===== src/rtl/quad_dac_pkg.sv =====
// Package: shared address map, range-field positions and control type for
// the quad DAC register file. Assumes byte addressing with 16-bit registers.
package quad_dac_pkg;

    // Address map (byte offsets)
    localparam int unsigned ADDR_CTRL      = 'h02;  // write: control, read: code update
    localparam int unsigned ADDR_RANGE     = 'h12;  // write: range, read: range update
    localparam int unsigned ADDR_DATA_BASE = 'h14;  // channel n at base + 2n
    localparam int unsigned ADDR_STRIDE    = 2;

    // Range field: flag for channel n sits at MSB - n
    localparam int unsigned BIP_MSB  = 7;
    localparam int unsigned GAIN_MSB = 11;

    // Control bit positions
    localparam int unsigned CTRL_EN_BIT  = 1;
    localparam int unsigned CTRL_BUF_BIT = 0;

    typedef struct packed {
        logic en;
        logic buffered;
    } dac_ctrl_t;

endpackage


===== src/rtl/quad_dac_decode.sv =====
// Module: address decoder. Turns the host strobes into one-cycle register
// selects. Assumes at most one access per cycle; a write masks a read.
module quad_dac_decode #(
    parameter int NUM_CH = 4,
    parameter int ADDR_W = 8
) (
    input  logic              wr_en,
    input  logic              rd_en,
    input  logic [ADDR_W-1:0] addr,
    output logic              ctrl_we,
    output logic              range_we,
    output logic [NUM_CH-1:0] data_we,
    output logic              code_upd,
    output logic              range_upd
);
    import quad_dac_pkg::*;

    logic rd_eff;

    // Read is honoured only when no write shares the cycle
    assign rd_eff = rd_en & ~wr_en;

    // Fixed register selects
    always_comb begin
        ctrl_we   = wr_en  && (addr == ADDR_W'(ADDR_CTRL));
        range_we  = wr_en  && (addr == ADDR_W'(ADDR_RANGE));
        code_upd  = rd_eff && (addr == ADDR_W'(ADDR_CTRL));
        range_upd = rd_eff && (addr == ADDR_W'(ADDR_RANGE));
    end

    // One code-register select per channel
    for (genvar ch = 0; ch < NUM_CH; ch++) begin : g_dsel
        localparam int unsigned CH_ADDR = ADDR_DATA_BASE + ADDR_STRIDE * ch;
        assign data_we[ch] = wr_en && (addr == ADDR_W'(CH_ADDR));
    end

endmodule


===== src/rtl/quad_dac_ctrl.sv =====
// Module: control register holding the converter enable and the
// buffered-mode select. Resets to disabled and unbuffered.
module quad_dac_ctrl (
    input  logic                   clk,
    input  logic                   rst_n,
    input  logic                   we,
    input  logic                   en_bit,
    input  logic                   buf_bit,
    output quad_dac_pkg::dac_ctrl_t ctrl
);
    // Capture the two control bits on a control write
    always_ff @(posedge clk) begin
        if (!rst_n) begin
            ctrl <= '0;
        end else if (we) begin
            ctrl.en       <= en_bit;
            ctrl.buffered <= buf_bit;
        end
    end

endmodule


===== src/rtl/quad_dac_channel.sv =====
// Module: one converter channel with staging and active copies of the code
// and range flags. Uses the control value from before the current edge;
// while disabled, the active copy is cleared and strobes are ignored.
module quad_dac_channel #(
    parameter int CODE_W = 12
) (
    input  logic              clk,
    input  logic              rst_n,
    input  logic              en,
    input  logic              buffered,
    input  logic              data_we,
    input  logic              range_we,
    input  logic              code_upd,
    input  logic              range_upd,
    input  logic [CODE_W-1:0] wcode,
    input  logic              wbip,
    input  logic              wgain,
    output logic [CODE_W-1:0] act_code,
    output logic              act_bip,
    output logic              act_gain
);
    logic [CODE_W-1:0] stg_code;
    logic              stg_bip;
    logic              stg_gain;
    logic              direct;

    assign direct = en & ~buffered;

    // Staging registers follow every matching write
    always_ff @(posedge clk) begin
        if (!rst_n) begin
            stg_code <= '0;
            stg_bip  <= 1'b0;
            stg_gain <= 1'b0;
        end else begin
            if (data_we) stg_code <= wcode;
            if (range_we) begin
                stg_bip  <= wbip;
                stg_gain <= wgain;
            end
        end
    end

    // Active code: cleared when disabled, direct write or update strobe otherwise
    always_ff @(posedge clk) begin
        if (!rst_n || !en) begin
            act_code <= '0;
        end else if (data_we && direct) begin
            act_code <= wcode;
        end else if (code_upd) begin
            act_code <= stg_code;
        end
    end

    // Active range: same policy on the range strobe
    always_ff @(posedge clk) begin
        if (!rst_n || !en) begin
            act_bip  <= 1'b0;
            act_gain <= 1'b0;
        end else if (range_we && direct) begin
            act_bip  <= wbip;
            act_gain <= wgain;
        end else if (range_upd) begin
            act_bip  <= stg_bip;
            act_gain <= stg_gain;
        end
    end

endmodule


===== src/rtl/quad_dac_regs.sv =====
// Module: top of the quad DAC register file. Joins the decoder, control
// register and per-channel registers, and gates the outputs with the enable.
// Assumes NUM_CH <= 4 so that the range flags fit the packed field.
module quad_dac_regs #(
    parameter int NUM_CH = 4,
    parameter int CODE_W = 12,
    parameter int ADDR_W = 8,
    parameter int DATA_W = 16
) (
    input  logic                     clk,
    input  logic                     rst_n,
    input  logic                     bus_wr_en,
    input  logic                     bus_rd_en,
    input  logic [ADDR_W-1:0]        bus_addr,
    input  logic [DATA_W-1:0]        bus_wdata,
    output logic [NUM_CH*CODE_W-1:0] dac_code_o,
    output logic [NUM_CH-1:0]        dac_bipolar_o,
    output logic [NUM_CH-1:0]        dac_gain_o
);
    import quad_dac_pkg::*;

    dac_ctrl_t         ctrl;
    logic              ctrl_we;
    logic              range_we;
    logic [NUM_CH-1:0] data_we;
    logic              code_upd;
    logic              range_upd;

    logic              ctrl_en;
    logic              ctrl_buf;

    assign ctrl_en  = ctrl.en;
    assign ctrl_buf = ctrl.buffered;

    quad_dac_decode #(
        .NUM_CH (NUM_CH),
        .ADDR_W (ADDR_W)
    ) u_decode (
        .wr_en     (bus_wr_en),
        .rd_en     (bus_rd_en),
        .addr      (bus_addr),
        .ctrl_we   (ctrl_we),
        .range_we  (range_we),
        .data_we   (data_we),
        .code_upd  (code_upd),
        .range_upd (range_upd)
    );

    quad_dac_ctrl u_ctrl (
        .clk     (clk),
        .rst_n   (rst_n),
        .we      (ctrl_we),
        .en_bit  (bus_wdata[CTRL_EN_BIT]),
        .buf_bit (bus_wdata[CTRL_BUF_BIT]),
        .ctrl    (ctrl)
    );

    for (genvar ch = 0; ch < NUM_CH; ch++) begin : g_ch
        logic [CODE_W-1:0] code_q;
        logic              bip_q;
        logic              gain_q;

        quad_dac_channel #(
            .CODE_W (CODE_W)
        ) u_chan (
            .clk       (clk),
            .rst_n     (rst_n),
            .en        (ctrl_en),
            .buffered  (ctrl_buf),
            .data_we   (data_we[ch]),
            .range_we  (range_we),
            .code_upd  (code_upd),
            .range_upd (range_upd),
            .wcode     (bus_wdata[CODE_W-1:0]),
            .wbip      (bus_wdata[BIP_MSB - ch]),
            .wgain     (bus_wdata[GAIN_MSB - ch]),
            .act_code  (code_q),
            .act_bip   (bip_q),
            .act_gain  (gain_q)
        );

        // Output gating: zero as soon as the enable drops
        always_comb begin
            dac_code_o[ch*CODE_W +: CODE_W] = ctrl_en ? code_q : '0;
            dac_bipolar_o[ch]               = ctrl_en & bip_q;
            dac_gain_o[ch]                  = ctrl_en & gain_q;
        end
    end

endmodule


===== config.mk =====
export PLATFORM = sky130hd
export DESIGN_NAME = quad_dac_regs
export DESIGN_NICKNAME = d
export VERILOG_FILES = /design/src/rtl/quad_dac_pkg.sv /design/src/rtl/quad_dac_decode.sv /design/src/rtl/quad_dac_ctrl.sv /design/src/rtl/quad_dac_channel.sv /design/src/rtl/quad_dac_regs.sv
export SDC_FILE = /design/constraint.sdc
export NUM_CORES = 1
export LEC_CHECK = 0
export BUFFER_PORTS_ARGS = -buffer_cell sky130_fd_sc_hd__buf_2
export CORE_MARGIN = 3
export CORE_UTILIZATION = 45
export CTS_BUF_LIST = sky130_fd_sc_hd__clkbuf_16
export DETAILED_ROUTE_END_ITERATION = 10
export PLACE_DENSITY = 0.66
export SETUP_SLACK_MARGIN = 0.05
export SLEW_MARGIN = 20
export SYNTH_ARGS = -nofsm -noshare
export SYNTH_HDL_FRONTEND = slang
export SYNTH_SLANG_ARGS = --single-unit

===== constraint.sdc =====
create_clock -name clk -period 2.28 [get_ports clk]
set_input_delay 0.456 -clock clk [delete_from_list [all_inputs] [get_ports clk]]
set_output_delay 0.456 -clock clk [all_outputs]
set_load 0.01 [all_outputs]

### Word level (Yosys, flattened, before mapping)

Cells that the tools add are included.

| operators by class | value |
|---|---|
| muxes and demuxes | 28 |
| equal/unequal tests | 6 |
| bitwise gates (word level) | 12 |
| reductions and logical operators | 21 |

Operators with widths:

| cell | count |
|---|---|
| $mux W12 | 12 |
| $eq A8 B5 Y1 const B | 5 |
| $mux W1 | 16 |
| $logic_and A1 B1 Y1 | 13 |
| $and A1 B1 Y1 | 10 |
| $reduce_bool A2 Y1 | 5 |
| $eq A8 B2 Y1 const B | 1 |
| $logic_not A1 Y1 | 2 |
| $not A1 Y1 | 2 |
| $logic_or A1 B1 Y1 | 1 |

| word-level totals | value |
|---|---|
| register bits after elaboration | 114 |

### Longest topological paths before layout

| depth | value |
|---|---|
| word-level depth | 5 |
| gate-level depth with buffers | 7 |
| depth with buffers taken out | 4 |

### Modules after synthesis

A second synthesis with hierarchy kept.

| second synthesis, totals | value |
|---|---|
| cells, all modules | 525 |
| area total of the unflattened synthesis | 5998.3 sq um |

Modules (own cells, without submodules):

| module | area an instance (sq um) | cells each | instances |
|---|---|---|---|
| quad_dac_channel | 1350.0 | 110 | 4 |
| quad_dac_regs | 411.6 | 62 | 1 |
| quad_dac_decode | 113.9 | 17 | 1 |
| quad_dac_ctrl | 72.6 | 6 | 1 |

### Worst setup path before layout

Ideal clock, no wire load.

| timing | value |
|---|---|
| path kind | input to register |
| from | input port bus_addr[5] |
| to | register g_ch[1].u_chan.act_code[5] |
| library setup time | 0.086 ns |
| stages on the path | 6 |
| setup slack | 0.545 ns |
| data required time | 2.194 ns |
| path buffers | 2 |
| arrival | 1.650 ns |
| cells stage by stage | nor4_1 -> nand3_1 -> buf_2 -> buf_2 -> mux2i_1 -> a211oi_1 |

| between the ends | value |
|---|---|
| cells in the longest elaborated chain, start to end | 4 |
| elaborated cells between the ends (all ways) | 7 |
| classes of those cells | 2 x eq/ne; 1 x mux; 4 x reduce/logical |

RTL lines:

| item | line | source |
|---|---|---|
| start: declaration | quad_dac_regs.sv:14 | `input logic [ADDR_W-1:0] bus_addr,` |
| $eq A8 B5 Y1 | quad_dac_decode.sv:34 | `assign data_we[ch] = wr_en && (addr == ADDR_W'(CH_ADDR));` |
| $logic_and A1 B1 Y1 | quad_dac_decode.sv:34 |  |
| $logic_and A1 B1 Y1 | quad_dac_channel.sv:48 | `end else if (data_we && direct) begin` |
| $mux W12 / $reduce_bool A2 Y1 (equally long branches) | -- |  |
| end signal: assignment | quad_dac_channel.sv:49 | `act_code <= wcode;` |
| end signal: assignment | quad_dac_channel.sv:51 | `act_code <= stg_code;` |
| end: declaration | quad_dac_channel.sv:18 | `output logic [CODE_W-1:0] act_code,` |

Parallel ways exist; a longest one is shown, timed or not.
A chain may end at the register's enable or synchronous reset.

### Worst setup path in the final report

| timing | value |
|---|---|
| from | register, netlist name u_ctrl.ctrl[1] |
| to | output port dac_code_o[23] |

| between the ends | value |
|---|---|
| cells in the longest elaborated chain, start to end | 1 |

RTL lines:

| item | line | source |
|---|---|---|
| $mux W12 | quad_dac_regs.sv:84 | `dac_code_o[ch*CODE_W +: CODE_W] = ctrl_en ? code_q : '0;` |
| end: declaration | quad_dac_regs.sv:16 | `output logic [NUM_CH*CODE_W-1:0] dac_code_o,` |

Every way passes these cells.

==> run metrics <==
clock sink count=about 110; setup TNS=0 ps; worst stage delay on the critical path=between 300 and 400 ps; clk slew on worst S/H paths=50 ps; drt via density=around 5.4; post-CTS setup buffers=0; nets=670; YS warnings=0; part of the Yosys area used for sequential elements=a little under half; vias post-DR=4281; count of different cell masters after synthesis=22; CP max-delay cell=dfxtp_1; die height=111.4 um; initial core utilization=47.36%; Worst IR Drop VDD=0.4506 mV; cts hold-fix bufs=0; FMAX=between 500 and 600 MHz; initial antenna violation count=0; Placed Instance Area=5492 sq um; vias in the first global route=4118; leakage power=~2.6 nW; layout cells sized above 1=19.85%; #FFs+latches synth=114; worst slack at placement=215.2 ps; Final Setup Violations=0; cell count after synthesis=between 500 and 600; # IOs=84; measured slew at the worst slew-check pin=543.9 ps; worst skew pair latency=410 ps; Tcrit/Tclk final=80.01%; area leader, netlist=dfxtp_1; WP buf/inv=2; max cap viols=0; TritonRoute pass-1 iters=5; Area Growth Syn to Fin=22.68%; power per cell area=807.7 nW/um^2; Worst path top cell family by delay=buffers and inverters; gpl congestion=between 0.7 and 0.8; Post-CTS Resized=0; pin count of the biggest net entering global routing=37; ant diodes=0; syn_area_per_cell=8.648 sq um; outcome=complete, no violations; clk root buf=clkbuf_16; Syn Nets=about 610; fillers=959; final hold vios=0; Die W=111.4 um; CP arrival=1370 ps; detailed placement HPWL=8.432 mm; nature of the critical path startpoint=flip-flop; residual DRC count=0; Max Fanout on Critical Path=32; Detailed Route WL=roughly 13 mm; crit path cell chain=buf_4 -> and2_1 -> buf_2; total track usage=20.87%; top cells by area, synth=dfxtp_1 46%, mux2i_1 12%, and2_1 7.1%; DR WL/cell=16.37 um; core area=roughly 11000 sq um; design area=6132 sq um; Worst Setup End Kind=primary output; post-detailed-route count of antenna-violating nets=0; total congestion overflow=0; first-pass GRT wire length=between 20 and 25 mm; post-route worst setup slack=~460 ps; die area=12410 sq um; Initial DRC Count=264; worst rel slew slack=around 64%; htree depth=4; mapped cell area=4999 sq um; Slew Viols, Final=0; hold slack=430.8 ps; I/O Buffers=79; Yosys top cell area share=45.66%; Final min period=roughly 1800 ps; clock tree buffer depth=2; Site Rows=37; clk_skew=7.788 ps; critical path required time=roughly 1800 ps; CTS tree=built; reg-to-reg slack, setup=740 ps; FF/Latch Area=2282 sq um; RSZ-0062 raised after global routing=no; multi-input combinational cell area=between 2000 and 2500 sq um; kind of critical path=reg -> out; min-delay worst type=in -> reg; total CTS buffers=17
[final timing paths]
| check | from | end | depth (start not counted) |
|---|---|---|---|
| hold / removal | bus_wdata[3] | g_ch[3].u_chan.act_code[3] | 3 |
| setup / recovery | u_ctrl.ctrl[1] | dac_code_o[23] | 3 |
| setup reg to reg | u_ctrl.ctrl[1] | g_ch[0].u_chan.act_gain | 4 |
| hold reg to reg | g_ch[0].u_chan.act_code[7] | g_ch[0].u_chan.act_code[7] | 2 |
[cells in the final DEF, fill, tap and decap left out]
master      count
clkinv_4        2
bufinv_16       5
clkinv_2        2
clkinv_1        2
dfxtp_1       114
buf_4          18
nand3_1        33
nor4b_1         2
nor2_1         24
nor4b_4         1
mux2i_1        58
nor4_1          1
buf_12          1
and2_1         57
nand2_1        77
o21ai_0        56
and3b_1         1
buf_2          79
clkinvlp_4      4
a31oi_1        32
nand4_1         4
and3_1          2
nor4b_2         1
a211oi_1       24
clkbuf_16      17
nor2b_1        38
[final cells by class]
type,count,area share [%]
Clock buffer,17,6.937
Sequential cell,114,37.22
Multi-Input combinational cell,411,40.58
Timing Repair Buffer,98,8.978
Tap cell,136,2.775
Clock inverter,15,3.509
[per-layer routing]
layer | up-vias | share of wire [%] | global-route usage [%]
li1 | 2122 | - | -
met1 | 2002 | 45 | 27.73
met2 | 133 | 48 | 33.74
met3 | 24 | 4.9 | 4.728
met4 | 0 | 2.2 | 7.056
met5 | - | 0 | 0
[synth_stat cells, drive strengths merged]
cell type / count
nor4b: 4
a31oi: 32
mux2i: 58
and3b: 1
nand2: 77
o21ai: 56
nor2: 24
dfxtp: 114
and3: 2
nor4: 1
nand3: 33
nand4: 4
nor2b: 38
a211oi: 24
and2: 57
clkbuf: 41
buf: 12
[flip-flops by register name, summed over array words and instances, names as in the netlist]
| register | count |
|---|---|
| g_ch.u_chan.act_code | 48 |
| g_ch.u_chan.stg_code | 48 |
| g_ch.u_chan.act_bip | 4 |
| g_ch.u_chan.act_gain | 4 |
| g_ch.u_chan.stg_bip | 4 |
| g_ch.u_chan.stg_gain | 4 |
| u_ctrl.ctrl | 2 |
[where the power goes]
part,internal (mW),switching [mW]
sequential,2.00,0.000692
combinational,0.0360,0.0831
clock,1.93,0.911
total,3.96,0.995
[worst reg2reg max path, stage by stage (launching register included)]
cell     delay, ps
dfxtp_1        340
and3b_1        270
nand3_1        410
o21ai_0        330
a31oi_1         60
[logic make-up after synthesis]
kind of cell | after synthesis | share of synthesized area, %
buf+inv | 53 | 4.556
mux | 58 | 11.61
flops | 114 | 45.66
simple gates | 241 | 24.96
compound gates | 112 | 13.22
[through the flow]
stage | power (mW) | util (%) | instances
floorplan | 2.097 | - | 578
global placement | 2.155 | 52.03 | 759
detailed placement | 2.156 | 52.03 | 759
CTS | 4.971 | 58.10 | 791
global route | 5.085 | 58.10 | 791
finish | 4.953 | 58.10 | 791
Power figures use the tool's default switching activity.
